<file path="config.mk">
export PLATFORM = sky130hd
export DESIGN_NAME = pll_lock_monitor
export DESIGN_NICKNAME = d
export VERILOG_FILES = /design/src/rtl/pll_mon_pkg.sv /design/src/rtl/pll_mon_filter.sv /design/src/rtl/pll_mon_episode.sv /design/src/rtl/pll_mon_window.sv /design/src/rtl/pll_lock_monitor.sv
export SDC_FILE = /design/constraint.sdc
export NUM_CORES = 1
export LEC_CHECK = 0
export ABC_CLOCK_PERIOD_IN_PS = 3990
export BUFFER_PORTS_ARGS = -buffer_cell sky130_fd_sc_hd__buf_4
export CAP_MARGIN = 25
export CORE_ASPECT_RATIO = 1.75
export CORE_MARGIN = 2
export CORE_UTILIZATION = 59
export DETAILED_ROUTE_END_ITERATION = 10
export HOLD_SLACK_MARGIN = 0.03
export PLACE_DENSITY = 0.8
export RECOVER_POWER = 100
export SYNTH_ARGS = -nofsm -noshare
export SYNTH_HDL_FRONTEND = slang
export SYNTH_HIERARCHICAL = 1
export SYNTH_SLANG_ARGS = --single-unit
</file>
<file path="constraint.sdc">
create_clock -name clk_i -period 3.99 [get_ports clk_i]
set_input_delay 0.399 -clock clk_i [delete_from_list [all_inputs] [get_ports clk_i]]
set_output_delay 0.399 -clock clk_i [all_outputs]
set_load 0.02 [all_outputs]
</file>
<file path="src/rtl/pll_mon_pkg.sv">
package pll_mon_pkg;
  typedef enum logic [1:0] {
    EVT_LOCK_LOST = 2'd0,
    EVT_LOCK_BACK = 2'd1,
    EVT_REF_LOST  = 2'd2,
    EVT_REF_BACK  = 2'd3
  } evt_kind_e;

  typedef enum logic [1:0] {
    FC_NONE    = 2'd0,
    FC_PROTECT = 2'd1,
    FC_MAINT   = 2'd2
  } fault_class_e;

  localparam int unsigned NUM_CH  = 2;
  localparam int unsigned CH_LOCK = 0;
  localparam int unsigned CH_REF  = 1;
endpackage

</file>
<file path="src/rtl/pll_mon_filter.sv">
module pll_mon_filter #(
  parameter int unsigned DB_W = 8
) (
  input  logic            clk_i,
  input  logic            rst_ni,
  input  logic            raw_i,
  input  logic [DB_W-1:0] hold_i,
  output logic            level_o
);
  logic [1:0]      sync_q;
  logic [DB_W-1:0] cnt_q;

  always_ff @(posedge clk_i or negedge rst_ni) begin
    if (!rst_ni) begin
      sync_q  <= '0;
      cnt_q   <= '0;
      level_o <= 1'b0;
    end else begin
      sync_q <= {sync_q[0], raw_i};
      if (sync_q[1] != level_o) begin
        if (cnt_q == hold_i) begin
          level_o <= sync_q[1];
          cnt_q   <= '0;
        end else begin
          cnt_q <= cnt_q + 1'b1;
        end
      end else begin
        cnt_q <= '0;
      end
    end
  end


  level_src_chk: assert property (@(posedge clk_i) disable iff (!rst_ni)
    (level_o != $past(level_o)) |-> (level_o == $past(sync_q[1])));
endmodule

</file>
<file path="src/rtl/pll_mon_episode.sv">
module pll_mon_episode #(
  parameter int unsigned DUR_W = 16
) (
  input  logic             clk_i,
  input  logic             rst_ni,
  input  logic             level_i,
  output logic             lost_o,
  output logic             back_o,
  output logic [DUR_W-1:0] dur_o
);
  logic             level_d_q;
  logic             armed_q;
  logic [DUR_W-1:0] out_cnt_q;
  logic             fall, rise;

  assign fall   = level_d_q & ~level_i;
  assign rise   = ~level_d_q & level_i;
  assign lost_o = fall & armed_q;
  assign back_o = rise & armed_q;
  assign dur_o  = out_cnt_q;

  always_ff @(posedge clk_i or negedge rst_ni) begin
    if (!rst_ni) begin
      level_d_q <= 1'b0;
      armed_q   <= 1'b0;
      out_cnt_q <= '0;
    end else begin
      level_d_q <= level_i;
      if (rise) armed_q <= 1'b1;
      if (fall) out_cnt_q <= {{(DUR_W-1){1'b0}}, 1'b1};
      else if (!level_i && out_cnt_q != '1) out_cnt_q <= out_cnt_q + 1'b1;
    end
  end


  dur_no_wrap_chk: assert property (@(posedge clk_i) disable iff (!rst_ni)
    (!level_i && !fall) |=> (out_cnt_q >= $past(out_cnt_q)));
endmodule

</file>
<file path="src/rtl/pll_mon_window.sv">
module pll_mon_window #(
  parameter int unsigned WIN_W = 16,
  parameter int unsigned CNT_W = 16
) (
  input  logic             clk_i,
  input  logic             rst_ni,
  input  logic             tick_i,
  input  logic             loss_i,
  input  logic [WIN_W-1:0] win_ticks_i,
  input  logic [CNT_W-1:0] thresh_i,
  output logic             flag_o
);
  logic [WIN_W-1:0] tick_cnt_q;
  logic [CNT_W-1:0] loss_cnt_q, loss_next;
  logic [WIN_W:0]   tick_nx;
  logic             win_end;

  assign loss_next = loss_cnt_q + {{(CNT_W-1){1'b0}}, (loss_i && loss_cnt_q != '1)};
  assign tick_nx   = {1'b0, tick_cnt_q} + 1'b1;
  assign win_end   = tick_i && (tick_nx >= {1'b0, win_ticks_i});

  always_ff @(posedge clk_i or negedge rst_ni) begin
    if (!rst_ni) begin
      tick_cnt_q <= '0;
      loss_cnt_q <= '0;
      flag_o     <= 1'b0;
    end else if (win_end) begin
      tick_cnt_q <= '0;
      loss_cnt_q <= '0;
      flag_o     <= (loss_next >= thresh_i);
    end else begin
      if (tick_i) tick_cnt_q <= tick_cnt_q + 1'b1;
      loss_cnt_q <= loss_next;
      if (loss_next >= thresh_i) flag_o <= 1'b1;
    end
  end


  flag_clear_chk: assert property (@(posedge clk_i) disable iff (!rst_ni)
    $fell(flag_o) |-> $past(tick_i));
endmodule

</file>
<file path="src/rtl/pll_lock_monitor.sv">
module pll_lock_monitor
  import pll_mon_pkg::*;
#(
  parameter int unsigned TS_W  = 32,
  parameter int unsigned DUR_W = 16,
  parameter int unsigned CNT_W = 16,
  parameter int unsigned DB_W  = 8,
  parameter int unsigned SET_W = 16,
  parameter int unsigned WIN_W = 16
) (
  input  logic             clk_i,
  input  logic             rst_ni,
  input  logic             lock_det_i,
  input  logic             ref_ok_i,
  input  logic             tick_i,
  input  logic [DB_W-1:0]  debounce_i,
  input  logic [SET_W-1:0] settle_i,
  input  logic [WIN_W-1:0] win_ticks_i,
  input  logic [CNT_W-1:0] loss_thresh_i,
  output logic             tx_inhibit_o,
  output logic [1:0]       fault_class_o,
  output logic             maint_flag_o,
  output logic             evt_valid_o,
  output logic [1:0]       evt_type_o,
  output logic [TS_W-1:0]  evt_ts_o,
  output logic [DUR_W-1:0] evt_dur_o,
  output logic [CNT_W-1:0] lock_loss_cnt_o,
  output logic [CNT_W-1:0] relock_cnt_o,
  output logic [CNT_W-1:0] ref_loss_cnt_o
);
  logic [NUM_CH-1:0] raw, level, lost, back;
  logic [DUR_W-1:0]  dur [NUM_CH];

  assign raw = {ref_ok_i, lock_det_i};

  for (genvar c = 0; c < NUM_CH; c++) begin : g_ch
    pll_mon_filter #(.DB_W(DB_W)) u_flt (
      .clk_i, .rst_ni, .raw_i(raw[c]), .hold_i(debounce_i), .level_o(level[c])
    );
    pll_mon_episode #(.DUR_W(DUR_W)) u_ep (
      .clk_i, .rst_ni, .level_i(level[c]),
      .lost_o(lost[c]), .back_o(back[c]), .dur_o(dur[c])
    );
  end

  pll_mon_window #(.WIN_W(WIN_W), .CNT_W(CNT_W)) u_win (
    .clk_i, .rst_ni, .tick_i, .loss_i(lost[CH_LOCK]),
    .win_ticks_i, .thresh_i(loss_thresh_i), .flag_o(maint_flag_o)
  );

  // protection path
  logic [SET_W-1:0] settle_q;
  logic             lock_ok, ref_ok;
  assign lock_ok = level[CH_LOCK];
  assign ref_ok  = level[CH_REF];

  always_ff @(posedge clk_i or negedge rst_ni) begin
    if (!rst_ni)                  settle_q <= '0;
    else if (!lock_ok)            settle_q <= '0;
    else if (settle_q < settle_i) settle_q <= settle_q + 1'b1;
  end

  assign tx_inhibit_o  = !lock_ok || !ref_ok || (settle_q < settle_i);
  assign fault_class_o = tx_inhibit_o ? FC_PROTECT : (maint_flag_o ? FC_MAINT : FC_NONE);

  // statistics
  logic [TS_W-1:0]  ts_q;
  logic [CNT_W-1:0] loss_cnt_q, relock_cnt_q, ref_cnt_q;

  always_ff @(posedge clk_i or negedge rst_ni) begin
    if (!rst_ni) begin
      ts_q         <= '0;
      loss_cnt_q   <= '0;
      relock_cnt_q <= '0;
      ref_cnt_q    <= '0;
    end else begin
      ts_q <= ts_q + 1'b1;
      if (lost[CH_LOCK] && loss_cnt_q != '1)   loss_cnt_q   <= loss_cnt_q + 1'b1;
      if (back[CH_LOCK] && relock_cnt_q != '1) relock_cnt_q <= relock_cnt_q + 1'b1;
      if (lost[CH_REF] && ref_cnt_q != '1)     ref_cnt_q    <= ref_cnt_q + 1'b1;
    end
  end

  assign lock_loss_cnt_o = loss_cnt_q;
  assign relock_cnt_o    = relock_cnt_q;
  assign ref_loss_cnt_o  = ref_cnt_q;

  // event records: lock first, reference deferred one cycle on collision
  logic             lk_evt, rf_evt, pend_q, evt_valid_q;
  evt_kind_e        lk_type, rf_type, pend_type_q, evt_type_q;
  logic [DUR_W-1:0] lk_dur, rf_dur, pend_dur_q, evt_dur_q;
  logic [TS_W-1:0]  pend_ts_q, evt_ts_q;

  assign lk_evt  = lost[CH_LOCK] | back[CH_LOCK];
  assign rf_evt  = lost[CH_REF] | back[CH_REF];
  assign lk_type = lost[CH_LOCK] ? EVT_LOCK_LOST : EVT_LOCK_BACK;
  assign rf_type = lost[CH_REF] ? EVT_REF_LOST : EVT_REF_BACK;
  assign lk_dur  = lost[CH_LOCK] ? '0 : dur[CH_LOCK];
  assign rf_dur  = lost[CH_REF] ? '0 : dur[CH_REF];

  always_ff @(posedge clk_i or negedge rst_ni) begin
    if (!rst_ni) begin
      evt_valid_q <= 1'b0;
      evt_type_q  <= EVT_LOCK_LOST;
      evt_ts_q    <= '0;
      evt_dur_q   <= '0;
      pend_q      <= 1'b0;
      pend_type_q <= EVT_LOCK_LOST;
      pend_ts_q   <= '0;
      pend_dur_q  <= '0;
    end else begin
      evt_valid_q <= lk_evt | pend_q | rf_evt;
      if (lk_evt) begin
        evt_type_q <= lk_type;
        evt_ts_q   <= ts_q;
        evt_dur_q  <= lk_dur;
      end else if (pend_q) begin
        evt_type_q <= pend_type_q;
        evt_ts_q   <= pend_ts_q;
        evt_dur_q  <= pend_dur_q;
      end else if (rf_evt) begin
        evt_type_q <= rf_type;
        evt_ts_q   <= ts_q;
        evt_dur_q  <= rf_dur;
      end
      if (rf_evt && (lk_evt || pend_q)) begin
        pend_q      <= 1'b1;
        pend_type_q <= rf_type;
        pend_ts_q   <= ts_q;
        pend_dur_q  <= rf_dur;
      end else if (!lk_evt) begin
        pend_q <= 1'b0;
      end
    end
  end

  assign evt_valid_o = evt_valid_q;
  assign evt_type_o  = evt_type_q;
  assign evt_ts_o    = evt_ts_q;
  assign evt_dur_o   = evt_dur_q;


  inhibit_on_loss_chk: assert property (@(posedge clk_i) disable iff (!rst_ni)
    (evt_valid_o && evt_type_o == EVT_LOCK_LOST) |-> tx_inhibit_o);


  settle_release_chk: assert property (@(posedge clk_i) disable iff (!rst_ni)
    $fell(tx_inhibit_o) |-> (lock_ok && $past(lock_ok)));


  relock_step_chk: assert property (@(posedge clk_i) disable iff (!rst_ni)
    (relock_cnt_q != $past(relock_cnt_q)) |-> $past(back[CH_LOCK]));


  no_overrun_chk: assert property (@(posedge clk_i) disable iff (!rst_ni)
    (pend_q && !lk_evt) |-> !rf_evt);
endmodule

</file>
==> results.cfg <==
[cts]
cts_sinks = 289
cts_setup_buffers = 0
cts_buffer_depth = 3
postCtsHoldBufs = 3
cts_tree = done
clkTransAtPathRegs_ns = 0.07
root_buffer = clkbuf_16
numCtsBuffers = 26
htreeDepth = 1
clock_latency_ns = 0.55
cts_resized = 0

[global_route]
grt_pass1_wl_microns = 55330
antenna_found_initial = 1
grt_max_degree = 127
grt_overflow = 0
grt_usage_pct = 24.41
grt_pass1_vias = 11640

[route]
vias_per_cell = 5.819
first_iter_violations = 715
num_vias = 11380
drt_wl_total_microns = 32720
drtPass1Iterations = 6
wl_per_cell_microns = 16.74
drc = 0
antenna_left = 0

[power]
leakage_nw = 7.811
powerDensity_nw_per_um2 = 540.6
peakVddDrop_mv = 0.3783
total_power_mw = 9.176

[floorplanning]
initial_core_util_pct = 59.64
core_area_sq_um = 25050
die_h_microns = 214.5
num_rows = 77
io_pins = 164
die_w_microns = 124.3
fp.dieArea_sq_um = 26660

[run]
drv_cap = 2

[layout]
nets = 1739
instances_no_fill = 1955
stdcell_area_sq_um = 16970
fillCellCount = 2021
area_growth_pct = 13.60
fin_util_pct = 67.75
drive_above_1_share_pct = 11.23

[setup_path]
crit_path_max_fanout = 16
cp.required_ns = 4.42
r2r-end = pend_ts_q[22]
crit_arrival_ns = 4.03
path_class = reg -> reg
reg2reg_depth = 7
cp-end-kind = flop
ff2ff_setup_slack_ns = 0.39
r2r_start = g_ch[0].u_ep/level_d_q
worst_setup_path_start_kind = flop

[status]
violations = max-capacitance violations, max-slew violations
status = complete, but fails checks

[min_path]
hold_path.startpoint = tick_i
min_to = u_win/loss_cnt_q[0]
min_path_cells = 2
hp-class = in -> reg

[logic_synthesis]
synth_edf_count = 0
synth_top_area_cell = dfrtp_1
postSynth.asyncResetShare_pct = 100.0
synth.distinct_cells = 77
synth_flop_cell = dfrtp_1
synth.ff_latch_count = 289
syn_nets = 1576
synth_area_leaders = dfrtp_1, xnor2_1, ha_1
synth_warnings = 6
syn_area_per_cell_sq_um = 10.26
synth_top_area_share_pct = 48.41
synth.cell_area_sq_um = 14940
syn_inst = 1456
yosysSeqAreaShare_pct = 48.41

[place]
portBuffers = 163
finalWeightedCongestion = 0.8644
place_area_sq_um = 16510
hpwl_microns = 23500
dpl.cell_count = 1904

[timing]
post-route-period-util_pct = 90.20
final.min_clock_period_ns = 3.599
slew_headroom_pct = -93.37
hold_viol = 0
drv_slew = 126
rsz0062_at_grt = no
setup_violations = 0
skew_ns = 0.01559
setup-tns-final_ns = 0
worstMarginPinSlew_ns = 2.901
clock.fmax_ghz = 0.2779
-- layer usage --
metal / GRT usage, % / wire length [microns] / up-vias
met1: 27.97 / 12760 / 5605
met4: 8.390 / 941 / 0
met5: 0 / 0 / -
met3: 3.144 / 1204 / 72
li1: - / - / 5456
met2: 46.30 / 17810 / 243
-- power breakdown --
group | switching [mW] | leakage [nW] | internal, mW
clock | 1.11 | 0.461 | 1.67
combinational | 1.57 | 3.52 | 0.930
sequential | 0.446 | 3.83 | 3.45
total | 3.13 | 7.81 | 6.05
-- worst max path at each step --
stage	start	end	slack, ns	cells after the start
after floorplan	u_win/tick_cnt_q[0]	u_win/tick_cnt_q[14]	0.71	14
after global placement	u_win/loss_cnt_q[6]	u_win/flag_o	0.68	14
after detailed placement	u_win/loss_cnt_q[6]	u_win/flag_o	0.56	14
after CTS	u_win/loss_cnt_q[6]	u_win/flag_o	0.54	14
after global routing	g_ch[0].u_ep/level_d_q	pend_dur_q[5]	0.15	7
final	g_ch[0].u_ep/level_d_q	pend_ts_q[22]	0.39	7
-- worst max-delay path: stages, from the launching register on --
cell and delay (ns):
dfrtp_1 0.34, clkbuf_1 0.43, inv_1 0.10, and3_1 0.36, or3_1 0.54, o21ai_1 0.82, clkbuf_2 0.50, mux2_2 0.39
-- logic make-up after synthesis --
logic type               count (synthesis)  synth area share (%)
XOR/XNOR                               130                 7.621
adder cells (fa/ha/maj)                 59                 4.941
AND/OR/NAND/NOR                        531                 18.63
AO/OA/AOI/OAI                          233                 10.94
multiplexers                            76                 5.410
buffers and inverters                  138                 4.054
flip-flops                             289                 48.41
-- cells in the final DEF (no fill, tap or decap), types with 7 or more instances in the layout --
cell type	instances
a21o_1	14
a21oi_1	67
a222oi_1	16
a22o_1	9
and2_1	16
and3_1	24
and4_1	14
buf_4	69
bufinv_16	7
clkbuf_1	112
clkbuf_16	26
dfrtp_1	289
ha_1	59
inv_1	83
mux2_2	34
mux2i_1	38
nand2_1	93
nand2b_1	40
nand3_1	67
nand4_1	39
nor2_1	151
nor2b_1	8
nor3_1	17
nor4_1	11
o21ai_0	43
o22a_1	8
o31ai_1	13
or2_2	8
or3_1	7
or4_1	9
xnor2_1	91
xor2_1	39
-- sequential cells by signal, summed over array words and instances (netlist names), 32 cells and up --
| signal | count |
|---|---|
| g_ch.u_ep/dur_o | 32 |
| evt_ts_o | 32 |
| pend_ts_q | 32 |
| ts_q | 32 |
-- cell usage after synthesis, types with 35 or more instances --
cell type	number
nand2_1	93
dfrtp_1	289
xor2_1	39
o21ai_0	41
nor2_1	151
mux2_2	35
mux2i_1	38
nand4_1	39
ha_1	59
xnor2_1	91
nand3_1	67
nand2b_1	40
a21oi_1	67
inv_1	83
-- area by class of cell --
class,count,area [sq um],area share (%)
inverter,83,311.5,1.836
timing repair buffer,190,1037,6.112
multi-input combinational,1029,7038,41.47
tap,316,395.4,2.330
antenna,1,2.502,0.01474
clock inverter,17,279.0,1.644
clock buffer,30,675.6,3.981
sequential,289,7232,42.61
-- through the flow --
| step | hold slack (ns) | setup WS, ns |
|---|---|---|
| floorplan | 0.1034 | 0.7149 |
| finish | 0.1357 | 0.3909 |
| global placement | 0.3408 | 0.6815 |
| global route | 0.1496 | 0.1518 |
| CTS | 0.1197 | 0.5411 |
| detailed placement | 0.3489 | 0.5629 |
Note: power is estimated with default switching activity, not from simulation.
